===== src/rtl/rate_mult_pkg.sv =====
package rate_mult_pkg;
  typedef enum logic [2:0] {
    OP_IDLE   = 3'd0,
    OP_STEP   = 3'd1,
    OP_FREEZE = 3'd2,
    OP_LOAD1  = 3'd3,
    OP_ZERO   = 3'd4
  } cnt_op_e;
endpackage


===== src/rtl/rate_mult_counter.sv =====
module rate_mult_counter
  import rate_mult_pkg::*;
#(
  parameter int CNT_W = 4
) (
  input  logic             clk,
  input  logic             rst_n,
  input  logic             tick_i,
  input  logic             hold_i,
  input  logic             clr_i,
  input  logic             preset_i,
  output logic [CNT_W-1:0] cnt_o,
  output logic             adv_o
);
  localparam logic [CNT_W-1:0] CNT_MAX = {CNT_W{1'b1}};

  cnt_op_e          op;
  logic [CNT_W-1:0] cnt_q;
  logic [CNT_W-1:0] cnt_d;

  // control priority: clear, load, hold, count
  always_comb begin
    if (clr_i)         op = OP_ZERO;
    else if (preset_i) op = OP_LOAD1;
    else if (hold_i)   op = OP_FREEZE;
    else if (tick_i)   op = OP_STEP;
    else               op = OP_IDLE;
  end

  always_comb begin
    case (op)
      OP_ZERO:  cnt_d = '0;
      OP_LOAD1: cnt_d = CNT_MAX;
      OP_STEP:  cnt_d = cnt_q + 1'b1;
      default:  cnt_d = cnt_q;
    endcase
  end

  always_ff @(posedge clk or negedge rst_n) begin
    if (!rst_n) cnt_q <= '0;
    else        cnt_q <= cnt_d;
  end

  assign cnt_o = cnt_q;
  assign adv_o = (op == OP_STEP);

  a_r6_clear_wins: assert property (@(posedge clk) disable iff (!rst_n)
    clr_i |=> (cnt_q == '0));
  a_r7_load_ones: assert property (@(posedge clk) disable iff (!rst_n)
    (!clr_i && preset_i) |=> (cnt_q == CNT_MAX));
  a_r8_hold_freeze: assert property (@(posedge clk) disable iff (!rst_n)
    (!clr_i && !preset_i && hold_i) |=> $stable(cnt_q));
  a_r5_idle_keep: assert property (@(posedge clk) disable iff (!rst_n)
    (!clr_i && !preset_i && !tick_i) |=> $stable(cnt_q));
  a_r5_step_one: assert property (@(posedge clk) disable iff (!rst_n)
    (!clr_i && !preset_i && !hold_i && tick_i && cnt_q != CNT_MAX)
      |=> (cnt_q == $past(cnt_q) + 1'b1));
  a_r5_wrap: assert property (@(posedge clk) disable iff (!rst_n)
    (!clr_i && !preset_i && !hold_i && tick_i && cnt_q == CNT_MAX)
      |=> (cnt_q == '0));
endmodule


===== src/rtl/rate_mult_decode.sv =====
module rate_mult_decode #(
  parameter int CNT_W = 4
) (
  input  logic             clk,
  input  logic             rst_n,
  input  logic [CNT_W-1:0] cnt_i,
  input  logic [CNT_W-1:0] rate_i,
  output logic             hit_o
);
  logic [CNT_W-1:0] hit_vec;

  // bit k owns states whose lowest (CNT_W-1-k) bits are ones and the next bit is zero
  for (genvar k = 0; k < CNT_W; k++) begin : g_bit
    localparam int L = CNT_W - 1 - k;
    if (L == 0) begin : g_top
      assign hit_vec[k] = rate_i[k] & ~cnt_i[0];
    end else begin : g_low
      assign hit_vec[k] = rate_i[k] & (&cnt_i[L-1:0]) & ~cnt_i[L];
    end
  end

  assign hit_o = |hit_vec;

  a_r3_disjoint: assert property (@(posedge clk) disable iff (!rst_n)
    $onehot0(hit_vec));
  a_r3_top_gap: assert property (@(posedge clk) disable iff (!rst_n)
    (&cnt_i) |-> !hit_o);
endmodule


===== src/rtl/rate_mult_out.sv =====
module rate_mult_out (
  input  logic clk,
  input  logic rst_n,
  input  logic adv_i,
  input  logic hit_i,
  input  logic fill_i,
  input  logic mute_i,
  output logic pulse_o,
  output logic pulse_n_o
);
  logic pulse_q;
  logic pulse_d;

  always_comb begin
    pulse_d = ~mute_i & (fill_i | (adv_i & hit_i));
  end

  always_ff @(posedge clk or negedge rst_n) begin
    if (!rst_n) pulse_q <= 1'b0;
    else        pulse_q <= pulse_d;
  end

  assign pulse_o   = pulse_q;
  assign pulse_n_o = ~pulse_q;

  a_r9_mute_low: assert property (@(posedge clk) disable iff (!rst_n)
    mute_i |=> (!pulse_o && pulse_n_o));
  a_r10_fill_pulse: assert property (@(posedge clk) disable iff (!rst_n)
    (fill_i && !mute_i) |=> pulse_o);
  a_r11_quiet: assert property (@(posedge clk) disable iff (!rst_n)
    (!fill_i && !adv_i) |=> !pulse_o);
endmodule


===== src/rtl/rate_mult.sv =====
module rate_mult
  import rate_mult_pkg::*;
#(
  parameter int CNT_W = 4
) (
  input  logic             clk,
  input  logic             rst_n,
  input  logic             tick_i,
  input  logic [CNT_W-1:0] rate_i,
  input  logic             hold_i,
  input  logic             mute_i,
  input  logic             fill_i,
  input  logic             clr_i,
  input  logic             preset_i,
  output logic             pulse_o,
  output logic             pulse_n_o,
  output logic             carry_o,
  output logic             full_o
);
  logic [1:0]       rst_sync_q;
  logic             rst_int_n;
  logic [CNT_W-1:0] cnt;
  logic             adv;
  logic             hit;

  // asynchronous assert, synchronous release
  always_ff @(posedge clk or negedge rst_n) begin
    if (!rst_n) rst_sync_q <= 2'b00;
    else        rst_sync_q <= {rst_sync_q[0], 1'b1};
  end
  assign rst_int_n = rst_sync_q[1];

  rate_mult_counter #(.CNT_W(CNT_W)) i_counter (
    .clk      (clk),
    .rst_n    (rst_int_n),
    .tick_i   (tick_i),
    .hold_i   (hold_i),
    .clr_i    (clr_i),
    .preset_i (preset_i),
    .cnt_o    (cnt),
    .adv_o    (adv)
  );

  rate_mult_decode #(.CNT_W(CNT_W)) i_decode (
    .clk    (clk),
    .rst_n  (rst_int_n),
    .cnt_i  (cnt),
    .rate_i (rate_i),
    .hit_o  (hit)
  );

  rate_mult_out i_out (
    .clk       (clk),
    .rst_n     (rst_int_n),
    .adv_i     (adv),
    .hit_i     (hit),
    .fill_i    (fill_i),
    .mute_i    (mute_i),
    .pulse_o   (pulse_o),
    .pulse_n_o (pulse_n_o)
  );

  assign full_o  = &cnt;
  assign carry_o = full_o & ~hold_i;

  a_r11_complement: assert property (@(posedge clk) disable iff (!rst_int_n)
    pulse_n_o == !pulse_o);
  a_r8_carry_held: assert property (@(posedge clk) disable iff (!rst_int_n)
    hold_i |-> !carry_o);
endmodule


===== config.mk =====
export PLATFORM = sky130hd
export DESIGN_NAME = rate_mult
export DESIGN_NICKNAME = d
export VERILOG_FILES = /design/src/rtl/rate_mult_pkg.sv /design/src/rtl/rate_mult_counter.sv /design/src/rtl/rate_mult_decode.sv /design/src/rtl/rate_mult_out.sv /design/src/rtl/rate_mult.sv
export SDC_FILE = /design/constraint.sdc
export NUM_CORES = 1
export LEC_CHECK = 0
export ABC_AREA = 1
export CORE_AREA = 3 3 40 42
export DETAILED_ROUTE_END_ITERATION = 7
export DIE_AREA = 0 0 43 45
export SYNTH_ARGS = -nofsm -noshare
export SYNTH_HDL_FRONTEND = slang
export SYNTH_SLANG_ARGS = --single-unit

===== constraint.sdc =====
create_clock -name clk -period 2.1 [get_ports clk]
set_input_delay 0.21 -clock clk [delete_from_list [all_inputs] [get_ports clk]]
set_output_delay 0.21 -clock clk [all_outputs]
set_load 0.1 [all_outputs]

### Word-level counts from Yosys, hierarchy flattened

Index checks and enable logic that the tools add are counted.

* equal/unequal tests: 3
* multiplexer cells: 5
* reductions and logical operators: 5
* bitwise logic cells: 18
* $add $sub $neg: 1

Operators by type and width (count)
* $pmux W4 S3: 1
* $and A1 B1 Y1: 10
* $mux W3: 3
* $not A1 Y1: 7
* $add A4 B1 Y4 const B: 1
* $reduce_and A4 Y1: 1
* $reduce_or A4 Y1: 1
* $eq A3 B1 Y1 const B: 1
* $eq A3 B2 Y1 const B: 1
* $eq A3 B3 Y1 const B: 1
* $reduce_and A3 Y1: 1
* $reduce_bool A3 Y1: 1
* $reduce_and A2 Y1: 1
* $mux W1: 1
* $or A1 B1 Y1: 1

* word-level logic and storage cells: 35
* input bits: 12
* register bits after elaboration: 7
* output and inout bits: 4

### Depth between registers and ports, before layout

* depth after elaboration: 8
* gate-level depth with buffers: 8
* gate-level depth less buffers: 8

### Hierarchy

A second synthesis with hierarchy kept.

* cells, all modules: 59
* area total of the unflattened synthesis: 442.9 sq um

Modules (own cells, without submodules)
* rate_mult_counter: instances 1, area each 271.5 sq um, cells an instance 34
* rate_mult: instances 1, area each 75.1 sq um, cells an instance 7
* rate_mult_decode: instances 1, area each 51.3 sq um, cells an instance 13
* rate_mult_out: instances 1, area each 45.0 sq um, cells an instance 5

### Least setup slack after synthesis

Ideal clock, no wire load.

* path kind: register to output
* start point: register i_counter.cnt_q[0], in the netlist i_counter.cnt_o[0]
* end point: output port carry_o
* path slack: -1584 ps
* arrival time: 3474 ps
* cell stages (with the launch flop): 4
* buffers on the path: 0
* path through: dfrtp_1 ha_1 inv_1 nor4_1

* cells in the longest elaborated chain, start to end: 2

Ends and longest elaborated chain
* start, declared: line rate_mult_counter.sv:18 `logic [CNT_W-1:0] cnt_q;`
* start signal, assigned: line rate_mult_counter.sv:41 `else cnt_q <= cnt_d;`
* $reduce_and A4 Y1: line rate_mult.sv:63 `assign full_o = &cnt;`
* $and A1 B1 Y1: line rate_mult.sv:64 `assign carry_o = full_o & ~hold_i;`
* end, declared: line rate_mult.sv:17 `output logic carry_o,`

Every way passes these cells.

### Worst setup path in the final report

Ends and elaborated chain as after synthesis.

==> flow_metrics.py <==
metrics = {
    "outcome": {
        "status": "finished clean",
    },
    "worst_setup_path": {
        "endpoint_kind": "output port",
        "startpoint": "i_counter.cnt_o[0]$_DFFE_PN0P_",
        "path_max_fanout": 5,
        "r2r-start": "i_counter.cnt_o[0]$_DFFE_PN0P_",
        "rr_worst_depth": 8,
        "required_ps": 1890,
        "crit_path_start_kind": "flop",
        "critPathArrivalTime_ps": 1480,
        "path_class": "reg2out",
    },
    "detailed_routing": {
        "drt_first_pass_iters": 2,
        "wl_per_cell_um": 9.425,
        "drt-total-wl_um": 820,
        "drtIter0Drc": 6,
        "vias": 386,
        "drc": 0,
        "viasPerCell": 4.437,
        "ant_nets": 0,
    },
    "final_layout": {
        "drive_gt1_share_pct": 19.44,
        "area_delta_synth_final_pct": 53.31,
        "fin_util_pct": 49.56,
        "fin_area_um2": 636.9,
        "fill_cells": 124,
        "multi_input_area_um2": 206.4,
        "antennaDiodeCount": 0,
        "num-nets-final": 87,
        "fin_cells": 87,
        "seq_area_um2": 175.2,
    },
    "power_and_ir_drop": {
        "power.internal_mw": 0.2576,
        "leakagePower_nw": 0.3000,
        "irDropWorstVdd_mv": 0.4085,
        "fin_total_pwr_mw": 0.3709,
        "comb_power_share_pct": 25.2,
        "power_switching_mw": 0.1133,
        "powerDensity_nw_per_um2": 582.4,
        "netSwitchingFraction_pct": 30.55,
        "clkPwrFrac_pct": 32.3,
        "power_frac_seq_pct": 42.5,
    },
    "floorplan": {
        "chipWidth_um": 43,
        "pin_count": 16,
        "die_h_um": 45,
        "initial_utilization_pct": 32.33,
        "std_cell_rows": 13,
        "fp.coreArea_um2": 1285,
        "die_area_um2": 1935,
    },
    "timing": {
        "drv_slew": 0,
        "fin_hold_ws_ps": 71.80,
        "hold_viol": 0,
        "clock_skew_ps": 6.032,
        "post-route-min-period_ps": 1686,
        "setup_viol": 0,
        "max_freq_mhz": 593.2,
        "min_period_over_period_pct": 80.28,
        "finalWorstSetupSlack_ps": 414.1,
        "rsz0062_at_grt": "false",
        "fin_tns_setup_ps": 0,
    },
    "flow_run": {
        "cap_violations": 0,
    },
    "place": {
        "place_area_um2": 610.6,
        "port_buffers": 15,
        "pre_cts_ws_ps": 614.2,
        "dp.cells": 83,
        "hpwl_um": 666.3,
        "gp_congestion": 0.7647,
    },
    "clocking": {
        "cts_buffers": 3,
        "clk_path_buf_depth": 2,
        "cts_setup_buffers": 0,
        "root_buffer": "clkbuf_4",
        "h-tree-depth": 1,
        "clkTransAtPathRegs_ps": 50,
        "clkLatencyLatePin_ps": 250,
        "clock-sinks": 7,
        "cts_resized": 0,
        "cts_tree": "yes",
        "cts_hold_buf": 0,
    },
    "worst_hold_path": {
        "holdCritPathClass": "reg2async",
    },
    "yosys": {
        "synthesis.nets": 67,
        "ys_seq_area_share_pct": 42.17,
        "synthesis.instances": 53,
        "synth_area_per_cell_um2": 7.838,
        "synth_cell_types": 17,
        "ys_ff_latch": 7,
        "ys_warn_count": 0,
        "syn_area_um2": 415.4,
    },
    "grt": {
        "grt_pass1_vias": 369,
        "antenna_found_initial": 0,
        "grt_max_degree": 6,
        "grt_pass1_wl_mm": 1.393,
        "gr-total-overflow": 0,
        "track_usage_pct": 9.824,
    },
}
## cell usage after synthesis
cell     number  share of area (%)
ha_1          2                6.0
nor3_1        1                1.2
nor2_1        6                5.4
nand2_1       8                7.2
xor2_1        1                2.1
a21oi_4       1                3.9
nand3_1       3                3.6
conb_1        1               0.90
o21ai_1       3                3.6
nand2_4       1                2.7
dfrtp_1       7                 42
inv_2         2                1.8
nor4_1        1                1.5
o21ai_0       3                3.6
inv_1        10                9.0
nand4_1       2                3.0
a21oi_2       1                2.1
## cells in the final DEF (no fill, tap or decap)
cell type | netlist | final
clkdlybuf4s50_1 | 0 | 11
inv_1 | 10 | 10
nand2_1 | 8 | 8
dfrtp_1 | 7 | 7
nor2_1 | 6 | 6
nand3_1 | 3 | 3
o21ai_1 | 3 | 3
o21ai_0 | 3 | 3
clkbuf_4 | 0 | 3
inv_2 | 2 | 2
nand4_1 | 2 | 2
ha_1 | 2 | 2
buf_12 | 0 | 2
buf_4 | 0 | 2
nor3_2 | 0 | 1
nor4_2 | 0 | 1
a21oi_2 | 1 | 1
xor2_1 | 1 | 1
nand2_4 | 1 | 1
a21oi_4 | 1 | 1
clkbuf_1 | 0 | 1
conb_1 | 1 | 1
## flip-flops by register name, indices dropped and copies added (netlist names)
signal	flops
i_counter.cnt_o	4
i_out.pulse_o	1
rst_sync_q	2
## critical path, cell delays in order (launching register included)
cell and delay (ps):
dfrtp_1 400, ha_1 210, inv_1 80, nor4_2 310, buf_12 220
## final cells by class
| cell class | instances | share of cell area (%) |
|---|---|---|
| Sequential cell | 7 | 27.50 |
| Clock buffer | 4 | 4.126 |
| Timing Repair Buffer | 15 | 25.93 |
| Multi-Input combinational cell | 34 | 32.42 |
| Tap cell | 15 | 2.947 |
| Inverter | 12 | 7.073 |
## worst paths after layout
check                                            endpoint  slack (ps)
max                                               carry_o         410
min                        i_counter.cnt_o[0]$_DFFE_PN0P_          70
max reg2reg                       i_out.pulse_o$_DFF_PN0_         790
min reg2reg                i_counter.cnt_o[0]$_DFFE_PN0P_          70
max in group asynchronous  i_counter.cnt_o[3]$_DFFE_PN0P_        1840
min in group clk                  rst_sync_q[1]$_DFF_PN0_         350
## layer usage
layer / part of all wire [%] / up-vias / track usage, %
met1: 45 / 170 / 10.86
met2: 49 / 10 / 16.47
met4: 0 / 0 / 3.614
met5: 0 / - / 0
li1: - / 206 / -
met3: 6.2 / 0 / 4.781
## kinds of logic (layout without fill, tap and decap cells)
logic type | Yosys count | count (layout) | synth area share (%)
fa+ha+maj | 2 | 2 | 6.023
xor+xnor | 1 | 1 | 2.109
other cells | 1 | 1 | 0.9027
compound gates | 8 | 8 | 13.25
flops | 7 | 7 | 42.17
buf+inv | 12 | 31 | 10.85
simple gates | 22 | 22 | 24.70
## power by group through the flow
stage	Sequential [mW]	Clock, mW	Combinational [mW]
2_1_floorplan	0.165	0	0.0497
3_3_place_gp	0.160	0	0.0927
3_5_place_dp	0.160	0	0.0933
4_1_cts	0.158	0.128	0.0940
5_1_grt	0.159	0.139	0.102
6_report	0.158	0.120	0.0935
(Power assumes the default switching activity.)
